--- config.mk ---
export PLATFORM = sky130hd
export DESIGN_NAME = osrx_top
export DESIGN_NICKNAME = d
export VERILOG_FILES = /design/src/rtl/osrx_pkg.sv /design/src/rtl/osrx_tick_gen.sv /design/src/rtl/osrx_line_front.sv /design/src/rtl/osrx_ir_decode.sv /design/src/rtl/osrx_frame.sv /design/src/rtl/osrx_top.sv
export SDC_FILE = /design/constraint.sdc
export NUM_CORES = 1
export LEC_CHECK = 0
export BUFFER_PORTS_ARGS = -buffer_cell sky130_fd_sc_hd__buf_2
export CORE_MARGIN = 3
export CORE_UTILIZATION = 40
export CTS_BUF_LIST = sky130_fd_sc_hd__clkbuf_4
export CTS_CLUSTER_SIZE = 25
export DETAILED_ROUTE_END_ITERATION = 10
export GPL_ROUTABILITY_DRIVEN = 0
export SLEW_MARGIN = 20
export SYNTH_ARGS = -nofsm -noshare
export SYNTH_HDL_FRONTEND = slang
export SYNTH_SLANG_ARGS = --single-unit
--- constraint.sdc ---
create_clock -name clk_i -period 4.7 [get_ports clk_i]
set_clock_uncertainty 0.05 [all_clocks]
set_input_delay 0.94 -clock clk_i [delete_from_list [all_inputs] [get_ports clk_i]]
set_output_delay 0.94 -clock clk_i [all_outputs]
set_load 0.02 [all_outputs]
--- src/rtl/osrx_pkg.sv ---
package osrx_pkg;
  typedef enum logic [1:0] {ST_IDLE, ST_START, ST_DATA, ST_STOP} rx_state_e;

  function automatic logic maj3(input logic a, input logic b, input logic c);
    return (a & b) | (a & c) | (b & c);
  endfunction

  function automatic logic disagree3(input logic a, input logic b, input logic c);
    return !((a == b) && (b == c));
  endfunction
endpackage

--- src/rtl/osrx_tick_gen.sv ---
module osrx_tick_gen #(
  parameter int DIV_W = 12
) (
  input  logic             clk_i,
  input  logic             rst_ni,
  input  logic             run_i,
  input  logic [DIV_W-1:0] divisor_i,
  output logic             tick_o
);
  logic [DIV_W-1:0] cnt_q;
  logic [DIV_W-1:0] lim;

  assign lim    = (divisor_i == '0) ? '0 : divisor_i - 1'b1;
  assign tick_o = run_i && (cnt_q >= lim);

  // phase restarts whenever the receiver is idle
  always_ff @(posedge clk_i or negedge rst_ni) begin
    if (!rst_ni)                cnt_q <= '0;
    else if (!run_i || tick_o)  cnt_q <= '0;
    else                        cnt_q <= cnt_q + 1'b1;
  end
endmodule

--- src/rtl/osrx_line_front.sv ---
module osrx_line_front #(
  parameter int SYNC_STAGES = 2
) (
  input  logic clk_i,
  input  logic rst_ni,
  input  logic rxd_i,
  input  logic polarity_i,
  input  logic clr_i,
  output logic line_o,
  output logic edge_o,
  output logic flag_o
);
  logic [SYNC_STAGES-1:0] sync_q;
  logic                   prev_q;

  // polarity applied before the synchronizer: line_o is always idle-high
  always_ff @(posedge clk_i or negedge rst_ni) begin
    if (!rst_ni) sync_q <= '1;
    else         sync_q <= {sync_q[SYNC_STAGES-2:0], rxd_i ^ polarity_i};
  end

  assign line_o = sync_q[SYNC_STAGES-1];

  always_ff @(posedge clk_i or negedge rst_ni) begin
    if (!rst_ni) prev_q <= 1'b1;
    else         prev_q <= line_o;
  end

  assign edge_o = prev_q & ~line_o;

  always_ff @(posedge clk_i or negedge rst_ni) begin
    if (!rst_ni)     flag_o <= 1'b0;
    else if (edge_o) flag_o <= 1'b1;   // edge wins over clear
    else if (clr_i)  flag_o <= 1'b0;
  end

  a_r6_edge_sets_flag: assert property (@(posedge clk_i) disable iff (!rst_ni)
    edge_o |=> flag_o);
  a_r7_clear_without_edge: assert property (@(posedge clk_i) disable iff (!rst_ni)
    (clr_i && !edge_o) |=> !flag_o);
endmodule

--- src/rtl/osrx_ir_decode.sv ---
module osrx_ir_decode #(
  parameter int STRETCH = 12
) (
  input  logic clk_i,
  input  logic rst_ni,
  input  logic ir_mode_i,
  input  logic flush_i,
  input  logic tick_i,
  input  logic line_i,
  output logic line_o
);
  localparam int SW = $clog2(STRETCH + 1);

  logic [SW-1:0] cnt_q;

  // a short low pulse is widened to cover the mid-bit samples
  always_ff @(posedge clk_i or negedge rst_ni) begin
    if (!rst_ni)                      cnt_q <= '0;
    else if (flush_i)                 cnt_q <= '0;
    else if (!line_i)                 cnt_q <= SW'(STRETCH);
    else if (tick_i && cnt_q != '0)   cnt_q <= cnt_q - 1'b1;
  end

  assign line_o = ir_mode_i ? (line_i && (cnt_q == '0)) : line_i;
endmodule

--- src/rtl/osrx_frame.sv ---
module osrx_frame
  import osrx_pkg::*;
#(
  parameter int DATA_W = 8,
  parameter int OSR    = 16
) (
  input  logic              clk_i,
  input  logic              rst_ni,
  input  logic              hold_i,
  input  logic              tick_i,
  input  logic              line_i,
  output logic              busy_o,
  output logic              valid_o,
  output logic [DATA_W-1:0] data_o,
  output logic              ferr_o,
  output logic              noise_o
);
  localparam int TW = $clog2(OSR + 1);
  localparam int BW = (DATA_W > 1) ? $clog2(DATA_W) : 1;
  localparam logic [TW-1:0] T_S0  = TW'(OSR / 2);
  localparam logic [TW-1:0] T_S2  = TW'(OSR / 2 + 2);
  localparam logic [TW-1:0] T_END = TW'(OSR);

  rx_state_e         state_q;
  logic [TW-1:0]     tcnt_q, tnext;
  logic [BW-1:0]     bcnt_q;
  logic [1:0]        samp_q;
  logic [DATA_W-1:0] shreg_q;
  logic              nacc_q;
  logic              in_win, last_smp, vote, nz;

  assign tnext    = tcnt_q + 1'b1;
  assign in_win   = tick_i && (tnext >= T_S0) && (tnext <= T_S2);
  assign last_smp = tick_i && (tnext == T_S2);
  assign vote     = maj3(samp_q[1], samp_q[0], line_i);
  assign nz       = disagree3(samp_q[1], samp_q[0], line_i);
  assign busy_o   = (state_q != ST_IDLE);

  always_ff @(posedge clk_i or negedge rst_ni) begin
    if (!rst_ni) begin
      state_q <= ST_IDLE;
      tcnt_q  <= '0;
      bcnt_q  <= '0;
      samp_q  <= '0;
      shreg_q <= '0;
      nacc_q  <= 1'b0;
      valid_o <= 1'b0;
      data_o  <= '0;
      ferr_o  <= 1'b0;
      noise_o <= 1'b0;
    end else begin
      valid_o <= 1'b0;
      ferr_o  <= 1'b0;
      noise_o <= 1'b0;
      if (hold_i) begin
        state_q <= ST_IDLE;
        tcnt_q  <= '0;
      end else if (state_q == ST_IDLE) begin
        if (!line_i) begin
          state_q <= ST_START;
          tcnt_q  <= '0;
          nacc_q  <= 1'b0;
        end
      end else if (tick_i) begin
        tcnt_q <= (tnext == T_END) ? '0 : tnext;
        if (in_win) samp_q <= {samp_q[0], line_i};
        if (last_smp) begin
          unique case (state_q)
            ST_START: begin
              nacc_q <= nz;
              if (vote) state_q <= ST_IDLE;   // false start
            end
            ST_DATA: begin
              shreg_q <= {vote, shreg_q[DATA_W-1:1]};
              nacc_q  <= nacc_q | nz;
            end
            ST_STOP: begin
              valid_o <= 1'b1;
              data_o  <= shreg_q;
              ferr_o  <= !vote;
              noise_o <= nacc_q | nz;
              state_q <= ST_IDLE;
            end
            default: ;
          endcase
        end
        if (tnext == T_END) begin
          if (state_q == ST_START) begin
            state_q <= ST_DATA;
            bcnt_q  <= '0;
          end else if (state_q == ST_DATA) begin
            if (bcnt_q == BW'(DATA_W - 1)) state_q <= ST_STOP;
            else                            bcnt_q  <= bcnt_q + 1'b1;
          end
        end
      end
    end
  end

  a_r11_valid_pulse: assert property (@(posedge clk_i) disable iff (!rst_ni)
    valid_o |=> !valid_o);
  a_r4_ferr_with_valid: assert property (@(posedge clk_i) disable iff (!rst_ni)
    ferr_o |-> valid_o);
  a_r1_tick_range: assert property (@(posedge clk_i) disable iff (!rst_ni)
    tcnt_q < T_END);
  a_r9_hold_idle: assert property (@(posedge clk_i) disable iff (!rst_ni)
    hold_i |=> (!valid_o && !busy_o));
endmodule

--- src/rtl/osrx_top.sv ---
module osrx_top #(
  parameter int DIV_W       = 12,
  parameter int DATA_W      = 8,
  parameter int SYNC_STAGES = 2,
  parameter int IR_STRETCH  = 12
) (
  input  logic              clk_i,
  input  logic              rst_ni,
  input  logic              rxd_i,
  input  logic [DIV_W-1:0]  divisor_i,
  input  logic              polarity_i,
  input  logic              ir_mode_i,
  input  logic              stop_i,
  input  logic              flag_clr_i,
  output logic              data_valid_o,
  output logic [DATA_W-1:0] data_o,
  output logic              frame_err_o,
  output logic              noise_o,
  output logic              edge_flag_o,
  output logic              wake_o
);
  logic line_s, line_d, edge_w, tick_w, busy_w;

  osrx_line_front #(.SYNC_STAGES(SYNC_STAGES)) u_front (
    .clk_i, .rst_ni, .rxd_i, .polarity_i,
    .clr_i  (flag_clr_i),
    .line_o (line_s),
    .edge_o (edge_w),
    .flag_o (edge_flag_o)
  );

  osrx_tick_gen #(.DIV_W(DIV_W)) u_tick (
    .clk_i, .rst_ni,
    .run_i  (busy_w),
    .divisor_i,
    .tick_o (tick_w)
  );

  osrx_ir_decode #(.STRETCH(IR_STRETCH)) u_ir (
    .clk_i, .rst_ni, .ir_mode_i,
    .flush_i (stop_i | ~ir_mode_i),
    .tick_i  (tick_w),
    .line_i  (line_s),
    .line_o  (line_d)
  );

  osrx_frame #(.DATA_W(DATA_W), .OSR(16)) u_frame (
    .clk_i, .rst_ni,
    .hold_i  (stop_i),
    .tick_i  (tick_w),
    .line_i  (line_d),
    .busy_o  (busy_w),
    .valid_o (data_valid_o),
    .data_o,
    .ferr_o  (frame_err_o),
    .noise_o
  );

  assign wake_o = stop_i & edge_flag_o;

  a_r9_wake_on_edge: assert property (@(posedge clk_i) disable iff (!rst_ni)
    (stop_i && edge_w) |=> (wake_o || !stop_i));
endmodule

Yosys cells after proc, flatten, opt, wreduce, memory -nomap -nowiden --
Index checks and enable logic that the tools add are counted.
Word-level totals: register bits after elaboration 52, output and inout port bits 13, logic and storage cells 124
Cells by class: add/sub/neg operators 5, magnitude comparators 3, eq/ne operators 12, mux-type cells 47, bitwise operators 14, reductions and logical operators 28
Operator list (number):
- 5-bit 2-to-1 mux | 5
- 12-bit 2-to-1 mux | 2
- 1-bit 2-to-1 mux | 22
- 2-bit 2-to-1 mux | 10
- 5-bit AND reduction | 3
- 12-bit by 1-bit adder with 12-bit output, second input constant | 1
- 12-bit greater-or-equal comparator | 1
- 12-bit logical NOT | 1
- 4-bit 2-to-1 mux | 3
- 12-bit by 1-bit subtractor with 12-bit output, second input constant | 1
- 2-bit nonzero test | 5
- 3-bit 2-to-1 mux | 3
- 1-bit logical AND | 7
- 6-bit AND reduction | 1
- 3-bit nonzero test | 2
- 5-bit by 1-bit adder with 5-bit output, second input constant | 1
- 1-bit bitwise AND | 5
- 5-bit by 4-bit equality test with 1-bit output, second input constant | 1
- 5-bit equality test, second input constant | 1
- 5-bit by 4-bit greater-or-equal comparator with 1-bit output, second input constant | 1
- 5-bit by 4-bit <= comparator with 1-bit output, second input constant | 1
- 2-bit equality test, second input constant | 2
- 4-bit logical NOT | 1
- 1-bit NOT | 4
- 19 further kinds | 25

Logic depth before layout (Yosys ltp) --
Gate-level depths: netlist of run 1.
depth after elaboration 16, gate-level depth with buffers 14

By module --
A second synthesis of run 1 with hierarchy kept.
Second synthesis, totals: cells, all modules 312, area, all modules 3259.4 um^2
Modules (own cells, without submodules):
- osrx_frame | times used 1, cells each 141, area an instance 1706.6 um^2
- osrx_tick_gen | times used 1, cells each 136, area an instance 1142.3 um^2
- osrx_ir_decode | times used 1, cells each 25, area an instance 260.2 um^2
- osrx_line_front | times used 1, cells each 8, area an instance 137.6 um^2
- osrx_top | times used 1, cells each 2, area an instance 12.5 um^2

Least setup slack after synthesis of run 1 --
OpenSTA, ideal clock, no wires.
path kind in2reg, from input divisor_i[5], to register u_frame.shreg_q[0], arrival time 4.709 ns, required time 4.525 ns, setup slack -0.184 ns, stages 13, buffers on the path 0, cells stage by stage or4_4 -> or3_4 -> or4_1 -> or3_2 -> nor3_1 -> a21oi_1 -> ha_1 -> and4_1 -> a21oi_1 -> o32a_1 -> a21boi_1 -> nand3_1 -> mux2_2
Between the ends: cells in the longest elaborated chain, start to end 6, elaborated cells between the ends (all ways) 7
RTL lines:
- start, declared | line osrx_top.sv:10 | input logic [DIV_W-1:0] divisor_i,
- 12-bit by 1-bit subtractor with 12-bit output or 12-bit logical NOT (tied branches) | line osrx_tick_gen.sv:13 | assign lim = (divisor_i == '0) ? '0 : divisor_i - 1'b1;
- 12-bit 2-to-1 mux * | line osrx_tick_gen.sv:13
- 12-bit greater-or-equal comparator * | line osrx_tick_gen.sv:14 | assign tick_o = run_i && (cnt_q >= lim);
- 1-bit logical AND * | line osrx_tick_gen.sv:14
- 1-bit logical AND | line osrx_frame.sv:34 | assign last_smp = tick_i && (tnext == T_S2);
- 5-bit AND reduction (no source line) *
- end signal, assigned | line osrx_frame.sv:74 | shreg_q <= {vote, shreg_q[DATA_W-1:1]};
- end, declared | line osrx_frame.sv:28 | logic [DATA_W-1:0] shreg_q;
Every way passes the cells marked *; elsewhere a longest branch is shown, timed or not. A chain may end at the register's enable or synchronous reset.

Worst setup path after layout of run 1 --
from input divisor_i[5], to register u_frame.shreg_q[7]
The elaborated chain is that of the path after synthesis.

==> results.sh, run 1 <==
export IMPL_antenna_found_initial=0
export IMPL_grt_start_max_net_pins=53
export IMPL_synthesis_nets=347
export IMPL_timing_critical_path_from_type="input port"
export IMPL_post_synth_instance_area_sq_mm=0.00306
export IMPL_syn_mean_instance_area_sq_um=10.1
export IMPL_grt_util_all_layers=0.147
export IMPL_grt_pass1_vias=2357
export IMPL_floorplan_rows=31
export IMPL_pin_count=32
export IMPL_synth_enable_flop_cells=0
export IMPL_routed_via_count=2397
export IMPL_setup_tns_final_ns=0
export IMPL_crit_slowest_cell="or4_4"
export IMPL_portBuffers=31
export IMPL_max_slew_worst_pin_slew_ns=0.639
export IMPL_r2r_end="u_frame.state_q[0]"
export IMPL_critical_path_data_required_time_ns=4.92
export IMPL_setup_viol=0
export IMPL_die_h_um=93.5
export IMPL_syn_instance_count=302
export IMPL_worst_path_max_fanout=11
export IMPL_maxSlewHeadroom=0.574
export IMPL_post_route_min_period_ns=4.55
export IMPL_antenna_cells=0
export IMPL_route_detailed_wl_per_inst_um=13.5
export IMPL_design_power_total_uw=780
export IMPL_synth_yosys_seq_area_share=0.426
export IMPL_grt_pass1_wl_um=10600
export IMPL_reg2reg_from="u_ir.cnt_q[0]"
export IMPL_cts_max_path_buffers=2
export IMPL_crit_path_end="u_frame.shreg_q[7]"
export IMPL_clock_tree_root_cell="clkbuf_4"
export IMPL_antenna_left=0
export IMPL_clock_edge_transition_at_the_registers_on_the_reported_setup_and_hold_paths_ns=0.15
export IMPL_timing_final_max_slew_violations=0
export IMPL_timing_reg2reg_worst_path_depth=9
export IMPL_ir_worst_vdd_mv=0.182
export IMPL_hold_viol_final=0
export IMPL_initialDrtViolationCount=85
export IMPL_initial_utilization=0.418
export IMPL_hp_class="register to register"
export IMPL_grt_ovfl_total=0
export IMPL_worst_skew_pair_late_latency_ns=0.36
export IMPL_htreeDepth=2
export IMPL_yosys_register_bits=52
export IMPL_critical_path_max_stage_delay_ns=0.54
export IMPL_chipWidth_um=93.5
export IMPL_num_nets_final=396
export IMPL_route_detailed_vias_per_inst=5.31
export IMPL_dp_hpwl_um=4530
export IMPL_cap_violations=0
export IMPL_final_min_period_over_clock_period=0.969
export IMPL_power_density_mw_per_mm2=220
export IMPL_postRouteWirelength_um=6090
export IMPL_worst_setup_path_type="input port to register"
export IMPL_clock_tree_from_tritoncts="built"
export IMPL_drt_drc_violations_left=0
export IMPL_upper_clock_frequency_limit_mhz=220
export IMPL_outcome="finished, final reports clean"
export IMPL_grt_setup_unrepaired="false"
export IMPL_first_pass_drt_iterations=4
export IMPL_timing_reg2reg_setup_slack_ns=1.90
export IMPL_synthFlopType="dfrtp_1"
export IMPL_p_leak_uw=0.00180
export IMPL_yosys_warnings=0
export IMPL_setup_worst_path_end_class="register"
export IMPL_clock_sink_count=52
export IMPL_die_area_sq_mm=0.00874
export IMPL_async_flop_share=1.00
export IMPL_cts_buffers_inserted=5
export IMPL_critical_path_cell_chain="buf_2 > or4_4 > or3_4 > or4_1 > or3b_4 > and2_4 > ha_1 > nand2b_1 > a21oi_1 > o32a_1 > buf_4 > a21boi_4 > nand3_2 > mux2_2"
export IMPL_area_growth_synth_to_final_pct=15.8
export IMPL_crit_path_start="divisor_i[5]"
export IMPL_arrival_time_of_data_at_the_critical_path_endpoint_ns=4.77
export IMPL_fraction_of_layout_instances_using_a_drive_strength_above_1=0.267
export IMPL_placeableCoreArea_sq_mm=0.00733
export IMPL_distinct_cell_type_count_of_the_synthesized_netlist=54
timing repair:
action | 4_1_cts | 5_1_grt
hold buffers | 0 | 0
gates resized for setup | 0 | 5
hold endpoints to repair | 0 | 0
setup buffers | 0 | 2
endpoints found under the setup margin | 0 | 26
logic make-up (layout without fill, tap and decap cells):
group,count (synthesis),in the layout,share of synthesized area
XOR/XNOR,20,20,0.0572
AO/OA/AOI/OAI,43,43,0.0989
adder cells (fa/ha/maj),26,26,0.106
flip-flops,52,52,0.426
multiplexers,23,23,0.0837
AND/OR/NAND/NOR,114,114,0.196
buffers and inverters,24,74,0.0323
worst max-delay path: cells and delay by family:
family,cells,cell delay (ns)
muxes,1,0.34
adders and majority gates,1,0.25
AOI/OAI and AO/OA,3,0.66
buffers and inverters,2,0.27
and+or+nand+nor,7,2.30
through the flow:
stage,cells,hold slack (ns),util,worst slack [ns],area [sq um]
after floorplan,302,0.295,-,-0.0467,3080
after global placement,441,0.297,0.470,-0.295,3440
after detailed placement,441,0.300,0.470,-0.277,3440
after CTS,449,0.324,0.478,0.0930,3500
after global routing,451,0.323,0.484,0.0205,3550
final,451,0.322,0.484,0.147,3550
how the worst min path moves through the flow:
stage / from / endpoint / slack, ns / cells after the start
finish: u_front.sync_q[0] / u_front.sync_q[1] / 0.32 / 0
global route: u_front.sync_q[0] / u_front.sync_q[1] / 0.32 / 0
CTS: u_front.sync_q[0] / u_front.sync_q[1] / 0.32 / 0
detailed placement: u_front.sync_q[0] / u_front.sync_q[1] / 0.30 / 0
global placement: u_front.sync_q[0] / u_front.sync_q[1] / 0.30 / 0
floorplan: u_front.sync_q[0] / u_front.sync_q[1] / 0.30 / 0
metal layers:
metal / share of wire / GRT usage / wire length [um]
met1: 0.47 / 0.192 / 2870
met2: 0.48 / 0.250 / 2920
met3: 0.042 / 0.0265 / 256
met4: 0.0079 / 0.0403 / 48
met5: 0 / 0 / 0
area by class of cell:
class	instances	area, sq um
clock inverters	3	22.5
clock buffers	5	37.5
repair buffers	50	298
fillers	709	3780
flip-flops and latches	52	1310
well taps	99	124
inverters	16	60.1
multi-input cells	226	1700
cells in the final DEF, fill, tap and decap left out, types with 5 or more instances in the layout:
cell type,instances
a211oi_1,5
a21oi_1,10
buf_2,31
buf_4,19
clkbuf_4,5
dfrtp_1,49
ha_1,26
inv_1,16
mux2_2,21
nand2_1,22
nand3_1,9
nand4_1,7
nor2_1,29
nor2b_1,7
nor3_1,8
xor2_1,18
state kept, by name (all words and copies together), names as in the netlist, 3 cells and up:
| name | cells |
|---|---|
| u_frame.shreg_q | 8 |
| u_frame.bcnt_q | 3 |
| u_ir.cnt_q | 4 |
| u_frame.data_o | 8 |
| u_frame.tcnt_q | 5 |
| u_tick.cnt_q | 12 |
Yosys cell counts (2+ instances only):
master,instances,area [sq um]
a211oi_1,5,37.5
nor4b_1,2,17.5
a31oi_1,2,12.5
mux2i_1,2,20.0
nand2_1,22,82.6
xnor2_1,2,17.5
a21oi_1,10,50.1
xor2_1,18,158
o311ai_0,2,17.5
nand4_1,7,43.8
nand3_1,11,55.1
and3_1,4,25.0
and4_1,3,26.3
or4_1,2,15.0
nor4_1,3,18.8
inv_1,16,60.1
ha_1,26,325
dfstp_2,3,78.8
nor2b_1,7,43.8
nand3b_1,3,22.5
dfrtp_1,49,1230
nor2_1,29,109
nor3_1,9,45.0
clkbuf_1,6,22.5
a22o_1,2,17.5
a21o_1,2,15.0
mux2_2,21,236
o22ai_1,2,12.5
o21ai_0,4,20.0
and2_1,3,18.8
a21boi_1,2,15.0
report_power, final:
| group | switching (uW) | internal (uW) | leakage, uW |
|---|---|---|---|
| clock | 141 | 60.7 | 0.0000356 |
| sequential | 11.8 | 462 | 0.000709 |
| combinational | 64.0 | 40.5 | 0.00105 |
(Power assumes the default switching activity.)
==> inputs of run 2 (changes only) <==
--- a/config.mk
+++ b/config.mk
@@ -15,4 +15,5 @@
 export SLEW_MARGIN = 20
 export SYNTH_ARGS = -nofsm -noshare
 export SYNTH_HDL_FRONTEND = slang
+export SYNTH_HIERARCHICAL = 1
 export SYNTH_SLANG_ARGS = --single-unit
==> results.sh, run 2 <==
export IMPL_post_synth_top_area_fraction=0.376
export IMPL_clock_tree_from_tritoncts="built"
export IMPL_upper_clock_frequency_limit_mhz=221
export IMPL_largest_register_ffs=12
export IMPL_antenna_left=0
export IMPL_setup_viol=0
export IMPL_first_pass_drt_iterations=4
export IMPL_worst_setup_path_type="input port to register"
export IMPL_place_worst_setup_slack_ns=-0.344
export IMPL_placeableCoreArea_sq_mm=0.00781
export IMPL_registers_top_by_ff_count="u_tick/cnt_q"
export IMPL_setup_worst_path_end_class="register"
export IMPL_maxSlewHeadroom=0.417
export IMPL_grt_pass1_vias=2473
export IMPL_routed_via_count=2489
export IMPL_layout_common_cells="dfrtp_1 (49), nand2_1 (34), buf_2 (31)"
export IMPL_synthTopCellsByArea="dfrtp_1 (38%), ha_1 (9.6%), mux2_4 (6.9%)"
export IMPL_arrival_time_of_data_at_the_critical_path_endpoint_ns=4.76
export IMPL_area_growth_synth_to_final_pct=18.3
export IMPL_die_h_um=96.3
export IMPL_worst_path_max_fanout=9
export IMPL_synth_most_common_cell="dfrtp_1"
export IMPL_final_core_utilization=0.494
export IMPL_grt_ovfl_total=0
export IMPL_post_route_min_period_ns=4.52
export IMPL_syn_mean_instance_area_sq_um=10.4
export IMPL_finalWorstSetupSlack_ns=0.180
export IMPL_cts_buffers_inserted=5
export IMPL_antenna_found_initial=0
export IMPL_power_density_mw_per_mm2=220
export IMPL_initialDrtViolationCount=47
export IMPL_final_min_period_over_clock_period=0.962
export IMPL_route_detailed_vias_per_inst=5.25
export IMPL_yosys_warnings=6
export IMPL_timing_reg2reg_setup_slack_ns=1.60
export IMPL_dp_hpwl_um=4970
export IMPL_async_flop_share=1.00
export IMPL_yosys_area_share_xor_xnor=0.0537
export IMPL_timing_critical_path_from_type="input port"
export IMPL_worst_hold_slack_ns=0.318
export IMPL_syn_instance_count=312
export IMPL_synth_top_family_by_area="simple AND/OR/NAND/NOR gates"
export IMPL_drt_drc_violations_left=0
export IMPL_synth_yosys_seq_area_share=0.400
export IMPL_p_leak_uw=0.00186
export IMPL_clock_sink_count=52
export IMPL_timing_reg2reg_worst_path_depth=8
export IMPL_synth_compound_gate_area_share=0.129
export IMPL_portBuffers=31
export IMPL_ir_worst_vdd_mv=0.128
export IMPL_worst_skew_pair_late_latency_ns=0.38
export IMPL_antenna_cells=0
export IMPL_synthesis_nets=356
export IMPL_grt_pass1_wl_um=11300
export IMPL_initial_utilization=0.417
export IMPL_synth_top_cells_by_count="dfrtp_1 (49), nand2_1 (35), ha_1 (25)"
export IMPL_yosys_register_bits=52
export IMPL_outcome="finished, final reports clean"
export IMPL_cap_violations=0
export IMPL_hp_class="register to register"
export IMPL_r2r_end="u_frame/bcnt_q[2]"
export IMPL_critical_path_data_required_time_ns=4.94
export IMPL_postRouteWirelength_um=6460
export IMPL_timing_hold_worst_endpoint="u_front/sync_q[1]"
export IMPL_yosys_area_share_simple=0.177
export IMPL_floorplan_rows=32
export IMPL_cts_max_path_buffers=2
export IMPL_clock_tree_root_cell="clkbuf_4"
export IMPL_reg2reg_from="u_tick/cnt_q[2]"
export IMPL_finish_instance_area_sq_mm=0.00386
export IMPL_postPlaceCellArea_sq_mm=0.00379
export IMPL_chipWidth_um=96.3
export IMPL_post_synth_instance_area_sq_mm=0.00326
export IMPL_die_area_sq_mm=0.00927
export IMPL_max_slew_worst_pin_slew_ns=0.873
export IMPL_fraction_of_layout_instances_using_a_drive_strength_above_1=0.288
export IMPL_min_delay_path_depth=0
export IMPL_synthFlopType="dfrtp_1"
export IMPL_synth_enable_flop_cells=0
export IMPL_hold_viol_final=0
export IMPL_count_of_hold_buffers_inserted_by_post_cts_repair=0
export IMPL_pin_count=32
export IMPL_yosys_area_share_adder=0.0960
export IMPL_num_nets_final=415
export IMPL_hold_startpoint="u_front/sync_q[0]"
export IMPL_reg_top3="u_tick/cnt_q x12, u_frame/data_o x8, u_frame/shreg_q x8"
export IMPL_grt_setup_unrepaired="false"
export IMPL_synthMuxAreaShare=0.106
export IMPL_synth_top_area_cell="dfrtp_1"
export IMPL_htreeDepth=2
export IMPL_clock_edge_transition_at_the_registers_on_the_reported_setup_and_hold_paths_ns=0.17
export IMPL_timing_final_max_slew_violations=0
export IMPL_grt_util_all_layers=0.152
export IMPL_route_detailed_wl_per_inst_um=13.6
export IMPL_grt_start_max_net_pins=53
export IMPL_distinct_cell_type_count_of_the_synthesized_netlist=65
export IMPL_layout_cells_most_common="dfrtp_1"
run 2: cells by family (layout without fill, tap and decap cells):
logic type                 after synthesis  in the layout
DFF                                     52             52
muxes                                   26             26
xor gates and xnor gates                20             20
and+or+nand+nor                        105            105
buffers and inverters                   27             87
AOI/OAI and AO/OA                       57             57
adders and majority gates               25             25
run 2: worst max path at each step:
stage                 startpoint                 end  slack, ns  depth (start not counted)
floorplan           divisor_i[8]   u_frame/data_o[0]      -0.20                         15
global placement    divisor_i[8]  u_frame/shreg_q[3]      -0.30                         15
detailed placement  divisor_i[8]   u_frame/bcnt_q[2]      -0.34                         13
CTS                 divisor_i[8]   u_frame/bcnt_q[2]        0.1                         13
global route        divisor_i[0]   u_frame/bcnt_q[2]       0.01                         15
finish              divisor_i[8]   u_frame/bcnt_q[2]       0.18                         13
run 2: worst max-delay path, cell delays in order:
cell,delay (ns)
buf_2,0.10
or4_4,0.52
or3_1,0.35
or3_4,0.44
nand2_4,0.08
ha_4,0.12
o21ai_1,0.07
a211o_1,0.32
or4_4,0.50
a31oi_4,0.19
or3b_1,0.49
nor4_4,0.28
mux2_1,0.36
run 2: repair_timing:
action,CTS,global route
buffers inserted,0,0
setup endpoints to repair,0,7
gates resized for setup,0,1
run 2: area by class of cell:
type | count | area [sq um]
fill | 736 | 3950
multi-input combinational | 233 | 1910
sequential | 52 | 1310
timing repair buffer | 61 | 380
tap | 102 | 128
inverter | 18 | 67.6
clock buffer | 5 | 37.5
clock inverter | 3 | 28.8
run 2: metrics by stage:
| stage | total power (uW) | setup TNS, ns | cells |
|---|---|---|---|
| 3_3_place_gp | 629 | -6.06 | 466 |
| 6_report | 850 | 0 | 474 |
| 2_1_floorplan | 571 | -3.47 | 312 |
| 4_1_cts | 864 | 0 | 474 |
| 3_5_place_dp | 634 | -7.63 | 466 |
| 5_1_grt | 907 | 0 | 474 |
run 2: per-layer routing:
layer | global-route usage | share of wire | vias to the layer above | wire [um]
li1 | - | - | 1251 | -
met1 | 0.200 | 0.47 | 1200 | 3060
met2 | 0.257 | 0.50 | 36 | 3220
met3 | 0.0344 | 0.026 | 2 | 169
met4 | 0.0273 | 0.0032 | 0 | 21
met5 | 0 | 0 | - | 0
run 2: report_power, final:
part / switching [uW] / leakage (uW) / internal [uW]
sequential: 16.6 / 0.000709 / 463
combinational: 82.6 / 0.00112 / 62.2
clock: 159 / 0.0000381 / 66.5
